[src/rtl/evg_pkg.sv]
package evg_pkg;
  typedef enum logic [1:0] {
    EVG_IDLE    = 2'd0,
    EVG_WAIT_HI = 2'd1,
    EVG_WAIT_LO = 2'd2
  } evg_state_e;
endpackage

[src/rtl/evg_rawtime.sv]
module evg_rawtime #(
  parameter int HI_W = 16,
  parameter int LO_W = 6
) (
  input  logic            clk_i,
  input  logic            rst_ni,
  output logic [HI_W-1:0] hi_o,
  output logic [LO_W-1:0] lo_o,
  output logic            zero_pass_o
);
  localparam logic [LO_W-1:0] LO_MAX = {LO_W{1'b1}};

  logic [HI_W-1:0] hi_q;
  logic [LO_W-1:0] lo_q;

  always_ff @(posedge clk_i) begin
    if (!rst_ni) begin
      hi_q <= '0;
      lo_q <= '0;
    end else begin
      lo_q <= lo_q + 1'b1;
      if (lo_q == LO_MAX) hi_q <= hi_q + 1'b1;
    end
  end

  assign hi_o        = hi_q;
  assign lo_o        = lo_q;
  assign zero_pass_o = (lo_q == '0);

  AST_HI_HOLD: assert property (@(posedge clk_i) disable iff (!rst_ni)
    (lo_q != '0) |-> $stable(hi_q));
endmodule

[src/rtl/evg_hi_gate.sv]
module evg_hi_gate #(
  parameter int HI_W = 16
) (
  input  logic            wait_hi_i,
  input  logic            wait_lo_i,
  input  logic            zero_pass_i,
  input  logic [HI_W-1:0] hi_now_i,
  input  logic [HI_W-1:0] tgt_hi_i,
  output logic            upper_ok_o,
  output logic            open_o
);
  // Slow stage: the upper word is examined only when the low word reads zero.
  assign upper_ok_o = wait_hi_i && zero_pass_i && (hi_now_i == tgt_hi_i);
  assign open_o     = wait_lo_i || upper_ok_o;
endmodule

[src/rtl/evg_lo_coinc.sv]
module evg_lo_coinc #(
  parameter int LO_W = 6
) (
  input  logic            open_i,
  input  logic [LO_W-1:0] lo_now_i,
  input  logic [LO_W-1:0] tgt_lo_i,
  output logic            coinc_o,
  output logic            fire_o
);
  assign coinc_o = (lo_now_i == tgt_lo_i);
  assign fire_o  = open_i && coinc_o;
endmodule

[src/rtl/evg_sched_out.sv]
module evg_sched_out
  import evg_pkg::*;
#(
  parameter int HI_W = 16,
  parameter int LO_W = 6
) (
  input  logic            clk_i,
  input  logic            rst_ni,
  input  logic            arm_i,
  input  logic [HI_W-1:0] tgt_hi_i,
  input  logic [LO_W-1:0] tgt_lo_i,
  input  logic            level_i,
  input  logic            clr_i,
  output logic [HI_W-1:0] raw_hi_o,
  output logic [LO_W-1:0] raw_lo_o,
  output logic            pin_o,
  output logic            busy_o,
  output logic            done_o,
  output logic            err_o
);
  function automatic logic target_late(input logic [HI_W-1:0] t_hi, input logic [LO_W-1:0] t_lo,
                                       input logic [HI_W-1:0] n_hi, input logic [LO_W-1:0] n_lo);
    return (t_hi < n_hi) || ((t_hi == n_hi) && (t_lo <= n_lo));
  endfunction

  function automatic logic target_this_period(input logic [HI_W-1:0] t_hi,
                                              input logic [HI_W-1:0] n_hi);
    return t_hi == n_hi;
  endfunction

  evg_state_e      state_q;
  logic [HI_W-1:0] tgt_hi_q;
  logic [LO_W-1:0] tgt_lo_q;
  logic            lvl_q, pin_q, done_q, err_q;

  logic [HI_W-1:0] raw_hi;
  logic [LO_W-1:0] raw_lo;
  logic            zero_pass, upper_ok, stage_open, lo_coinc, fire;
  logic            arm_accept, arm_late, arm_here;

  evg_rawtime #(.HI_W(HI_W), .LO_W(LO_W)) u_raw (
    .clk_i(clk_i), .rst_ni(rst_ni), .hi_o(raw_hi), .lo_o(raw_lo), .zero_pass_o(zero_pass)
  );

  evg_hi_gate #(.HI_W(HI_W)) u_hi (
    .wait_hi_i(state_q == EVG_WAIT_HI), .wait_lo_i(state_q == EVG_WAIT_LO),
    .zero_pass_i(zero_pass), .hi_now_i(raw_hi), .tgt_hi_i(tgt_hi_q),
    .upper_ok_o(upper_ok), .open_o(stage_open)
  );

  evg_lo_coinc #(.LO_W(LO_W)) u_lo (
    .open_i(stage_open), .lo_now_i(raw_lo), .tgt_lo_i(tgt_lo_q),
    .coinc_o(lo_coinc), .fire_o(fire)
  );

  assign arm_accept = arm_i && (state_q == EVG_IDLE);
  assign arm_late   = target_late(tgt_hi_i, tgt_lo_i, raw_hi, raw_lo);
  assign arm_here   = target_this_period(tgt_hi_i, raw_hi);

  always_ff @(posedge clk_i) begin
    if (!rst_ni) begin
      state_q  <= EVG_IDLE;
      tgt_hi_q <= '0;
      tgt_lo_q <= '0;
      lvl_q    <= 1'b0;
      pin_q    <= 1'b0;
      done_q   <= 1'b0;
      err_q    <= 1'b0;
    end else begin
      if (clr_i) begin
        done_q <= 1'b0;
        err_q  <= 1'b0;
      end
      unique case (state_q)
        EVG_IDLE: begin
          if (arm_accept) begin
            tgt_hi_q <= tgt_hi_i;
            tgt_lo_q <= tgt_lo_i;
            lvl_q    <= level_i;
            done_q   <= 1'b0;
            err_q    <= arm_late;
            if (!arm_late) state_q <= arm_here ? EVG_WAIT_LO : EVG_WAIT_HI;
          end
        end
        EVG_WAIT_HI, EVG_WAIT_LO: begin
          if (fire) begin
            pin_q   <= lvl_q;
            done_q  <= 1'b1;
            state_q <= EVG_IDLE;
          end else if (upper_ok) begin
            state_q <= EVG_WAIT_LO;
          end
        end
        default: state_q <= EVG_IDLE;
      endcase
    end
  end

  assign raw_hi_o = raw_hi;
  assign raw_lo_o = raw_lo;
  assign pin_o    = pin_q;
  assign busy_o   = (state_q != EVG_IDLE);
  assign done_o   = done_q;
  assign err_o    = err_q;

  AST_ARM_BUSY: assert property (@(posedge clk_i) disable iff (!rst_ni)
    (arm_accept && !arm_late) |=> busy_o && $stable(pin_o));
  AST_LOW_GATED: assert property (@(posedge clk_i) disable iff (!rst_ni)
    (state_q == EVG_WAIT_HI && lo_coinc && !upper_ok) |=> $stable(pin_o) && busy_o);
  AST_FIRE_DONE: assert property (@(posedge clk_i) disable iff (!rst_ni)
    fire |=> done_o && !busy_o);
  AST_LATE_ERR: assert property (@(posedge clk_i) disable iff (!rst_ni)
    (arm_accept && arm_late) |=> err_o && !busy_o && $stable(pin_o));
  AST_CLR_FLAGS: assert property (@(posedge clk_i) disable iff (!rst_ni)
    (clr_i && !arm_accept && !fire) |=> !done_o && !err_o);
  AST_BUSY_HOLD: assert property (@(posedge clk_i) disable iff (!rst_ni)
    (busy_o && arm_i && !fire) |=> $stable(tgt_hi_q) && $stable(tgt_lo_q) && $stable(lvl_q));
endmodule

[config.mk]
export PLATFORM = sky130hd
export DESIGN_NAME = evg_sched_out
export DESIGN_NICKNAME = d
export VERILOG_FILES = /design/src/rtl/evg_pkg.sv /design/src/rtl/evg_rawtime.sv /design/src/rtl/evg_hi_gate.sv /design/src/rtl/evg_lo_coinc.sv /design/src/rtl/evg_sched_out.sv
export SDC_FILE = /design/constraint.sdc
export NUM_CORES = 1
export LEC_CHECK = 0
export BUFFER_PORTS_ARGS = -buffer_cell sky130_fd_sc_hd__buf_2
export CORE_MARGIN = 2
export CORE_UTILIZATION = 40
export CTS_BUF_LIST = sky130_fd_sc_hd__clkbuf_4 sky130_fd_sc_hd__clkbuf_8
export DETAILED_ROUTE_END_ITERATION = 10
export GPL_TIMING_DRIVEN = 0
export SETUP_SLACK_MARGIN = 0.4
export SYNTH_ARGS = -nofsm -noshare
export SYNTH_HDL_FRONTEND = slang
export SYNTH_SLANG_ARGS = --single-unit
[constraint.sdc]
create_clock -name clk_i -period 6.12 [get_ports clk_i]
set_clock_uncertainty 0.1 [all_clocks]
set_input_delay 0.306 -clock clk_i [delete_from_list [all_inputs] [get_ports clk_i]]
set_output_delay 0.306 -clock clk_i [all_outputs]
set_load 0.01 [all_outputs]
==> impl_metrics.env <==
export IMPL_diodes=0
export IMPL_io_buffers=52
export IMPL_syn_nets=403
export IMPL_wirelength_um=7314
export IMPL_clock_sinks=50
export IMPL_reg2reg_from="u_raw.hi_o[15]"
export IMPL_p_clk_frac=0.267
export IMPL_crit_path_start="u_raw.hi_o[15]"
export IMPL_max_freq_ghz=0.4039
export IMPL_critPathMaxFanout=3
export IMPL_r2r_end="state_q[1]"
export IMPL_worst_ep_arrival_time_ps=2580
export IMPL_ys_async_sr_fraction=0
export IMPL_holdWs_ps=147.5
export IMPL_grt_pass1_vias=2446
export IMPL_power_density_nw_per_um2=260.4
export IMPL_dp_cells=498
export IMPL_clock_path_buffers=2
export IMPL_avgViaCountPerCell=4.943
export IMPL_avgSynthCellArea_um2=8.520
export IMPL_placed_area_um2=3341
export IMPL_drc_errors=0
export IMPL_power_frac_seq=0.429
export IMPL_worst_r2r_cell_count=8
export IMPL_min_period_ps=2476
export IMPL_post_drt_wl_per_cell_um=14.45
export IMPL_seq_area_frac_synth=0.3386
export IMPL_fin_cells=506
export IMPL_firstDrtPassIters=4
export IMPL_drtIter0Drc=70
export IMPL_cpMaxStageDelayCell="nor4_2"
export IMPL_antenna_found_initial=0
export IMPL_postCtsSetupBuffers=0
export IMPL_crit_buf_inv=1
export IMPL_coreArea_um2=7214
export IMPL_end_kind="flip-flop"
export IMPL_setup_viol=0
export IMPL_p_leak_nw=1.521
export IMPL_die_h_um=89.98
export IMPL_cts_max_level=2
export IMPL_cpLargestDelayFamily="simple AND/OR/NAND/NOR gates"
export IMPL_hold_viol=0
export IMPL_tightest_slew_ps=589.1
export IMPL_hold_path_class="input port to flip-flop"
export IMPL_grt_use_total=0.1869
export IMPL_critical_path_required_ps=6220
export IMPL_ctsRootBufferMaster="clkbuf_8"
export IMPL_fin_nets=462
export IMPL_post_cts_resized=0
export IMPL_p_int_uw=587.9
export IMPL_die_w_um=89.98
export IMPL_cts_tree="done"
export IMPL_hp_start="level_i"
export IMPL_io_pins=53
export IMPL_synth_seq_cells=50
export IMPL_cts_buffers=5
export IMPL_ys_flop_type="dfxtp_1"
export IMPL_row_count=31
export IMPL_swShare=0.3456
export IMPL_netlist_instances=347
export IMPL_syn_cell_area_um2=2957
export IMPL_status="finished, final reports clean"
export IMPL_hpwl_um=5508
export IMPL_ys_warnings_count=0
export IMPL_cp_slowest_stage_delay_ps=440
export IMPL_reg2reg_slack_ps=3640
export IMPL_area_growth_pct=16.67
export IMPL_cap_viol_max_count=0
export IMPL_drive_above_1_share=0.1818
export IMPL_grt_max_degree=16
export IMPL_rsz0062_at_grt="false"
export IMPL_power_switching_uw=310.5
export IMPL_initial_core_util=0.4098
export IMPL_worstSetupStartpointType="flip-flop"
export IMPL_power_frac_comb=0.304
export IMPL_path_class="flip-flop to flip-flop"
export IMPL_die_area_um2=8096
export IMPL_clk_pin_slew_worst_paths_ps=90
export IMPL_vias=2501
export IMPL_postCtsHoldBufs=0
export IMPL_slew_headroom=0.6073
export IMPL_grt_pass1_wl_um=12160
export IMPL_clock_latency_ps=310
export IMPL_tns_ps=0
export IMPL_routabilityCongestion=0.7967
export IMPL_overflow=0
export IMPL_antenna_left=0
export IMPL_critical_path_cell_chain="inv_1 -> ha_1 -> nand4_1 -> or2_2 -> nor4_2 -> a22o_1 -> a21oi_2 -> mux2i_1"
export IMPL_cp_endpoint="state_q[1]"
export IMPL_peakVddDrop_uv=114.9
export IMPL_ys_types=42
export IMPL_fin_area_um2=3450
export IMPL_synth_edf_count=0
export IMPL_fillers=760
export IMPL_maxSlewViolCount=0
export IMPL_fin_crit_sh=0.4046
export IMPL_worst_path_stages=8
==> worst min path at each step <==
stage                         endpoint  slack (ps)  depth (start not counted)
after floorplan                  lvl_q         340                          2
after detailed placement         lvl_q         360                          2
after CTS                        lvl_q         150                          3
after global routing      tgt_hi_q[13]         150                          3
after global placement           lvl_q         350                          2
final                            lvl_q         150                          3
==> through the flow <==
stage	setup slack (ps)	utilization	power, mW
2_1_floorplan	3944	-	0.5826
3_3_place_gp	3691	0.4631	0.6620
3_5_place_dp	3669	0.4631	0.6664
4_1_cts	3654	0.4781	0.9065
5_1_grt	3401	0.4781	0.9583
6_report	3644	0.4781	0.8984
==> power by group through the flow <==
| stage | Clock (mW) | Sequential, mW | Combinational (mW) |
|---|---|---|---|
| after floorplan | 0 | 0.390 | 0.193 |
| after global placement | 0 | 0.392 | 0.270 |
| after detailed placement | 0 | 0.394 | 0.273 |
| after CTS | 0.245 | 0.386 | 0.275 |
| after global routing | 0.258 | 0.391 | 0.309 |
| final | 0.240 | 0.386 | 0.273 |
==> flip-flops by register name (all words and copies together) (netlist names) <==
register	count
err_o	1
pin_o	1
u_raw.hi_o	16
tgt_lo_q	6
u_raw.lo_o	6
tgt_hi_q	16
lvl_q	1
done_o	1
state_q	2
==> worst min-delay path, stage by stage <==
cell and delay (ps):
buf_2 100, nand2_1 40, a21boi_0 60
==> metal layers <==
layer / vias to the layer above / wire length, um / global-route usage
li1: 1276 / - / -
met1: 1170 / 3633 / 0.2555
met2: 47 / 3300 / 0.3068
met3: 8 / 300 / 0.03688
met4: 0 / 80 / 0.04231
met5: - / 0 / 0
==> kinds of logic (layout without fill, tap and decap cells) <==
family                   count (synthesis)  count (layout)  synth area share
adder cells (fa/ha/maj)                 29              29            0.1227
AND/OR/NAND/NOR                        132             132            0.2323
flip-flops                              50              50            0.3386
multiplexers                             3               3           0.01016
XOR/XNOR                                38              38            0.1126
buffers and inverters                   41             101           0.05290
AO/OA/AOI/OAI                           54              54            0.1308
==> final cells by class <==
type / instances / area (um2) / share of cell area
Sequential cell: 50 / 1001 / 0.2902
Tap cell: 99 / 123.9 / 0.03591
Clock inverter: 3 / 40.04 / 0.01161
Timing Repair Buffer: 52 / 260.3 / 0.07544
Buffer: 12 / 47.55 / 0.01378
Multi-Input combinational cell: 256 / 1799 / 0.5216
Clock buffer: 5 / 68.82 / 0.01995
Inverter: 29 / 108.9 / 0.03156
==> cells in the final DEF, fill, tap and decap left out, types with 5 or more instances in the layout <==
master / count
nand2_1: 60
xnor2_1: 18
a21boi_0: 25
and2_1: 19
inv_1: 29
a21oi_1: 9
nor2_1: 6
xor2_1: 20
nand4_1: 6
nand3_1: 14
clkbuf_8: 5
buf_2: 54
dfxtp_1: 50
clkbuf_1: 10
ha_1: 29
==> cell usage after synthesis, types with 2 or more instances <==
cell	number	area, um2
a21boi_0	25	187.7
a21boi_1	2	15.01
a21o_1	3	22.52
a21oi_1	9	45.04
and2_1	19	118.9
and4_1	2	17.52
buf_2	2	10.01
clkbuf_1	10	37.54
dfxtp_1	50	1001
ha_1	29	362.9
inv_1	29	108.9
mux2i_1	3	30.03
nand2_1	60	225.2
nand3_1	14	70.07
nand4_1	6	37.54
nor2_1	6	22.52
nor2b_1	3	18.77
nor3_1	4	20.02
nor3_2	2	20.02
nor4_1	4	25.02
nor4_2	2	25.02
o21ai_0	4	20.02
or3_1	4	25.02
xnor2_1	18	157.7
xor2_1	20	175.2
Power figures use the tool's default switching activity.
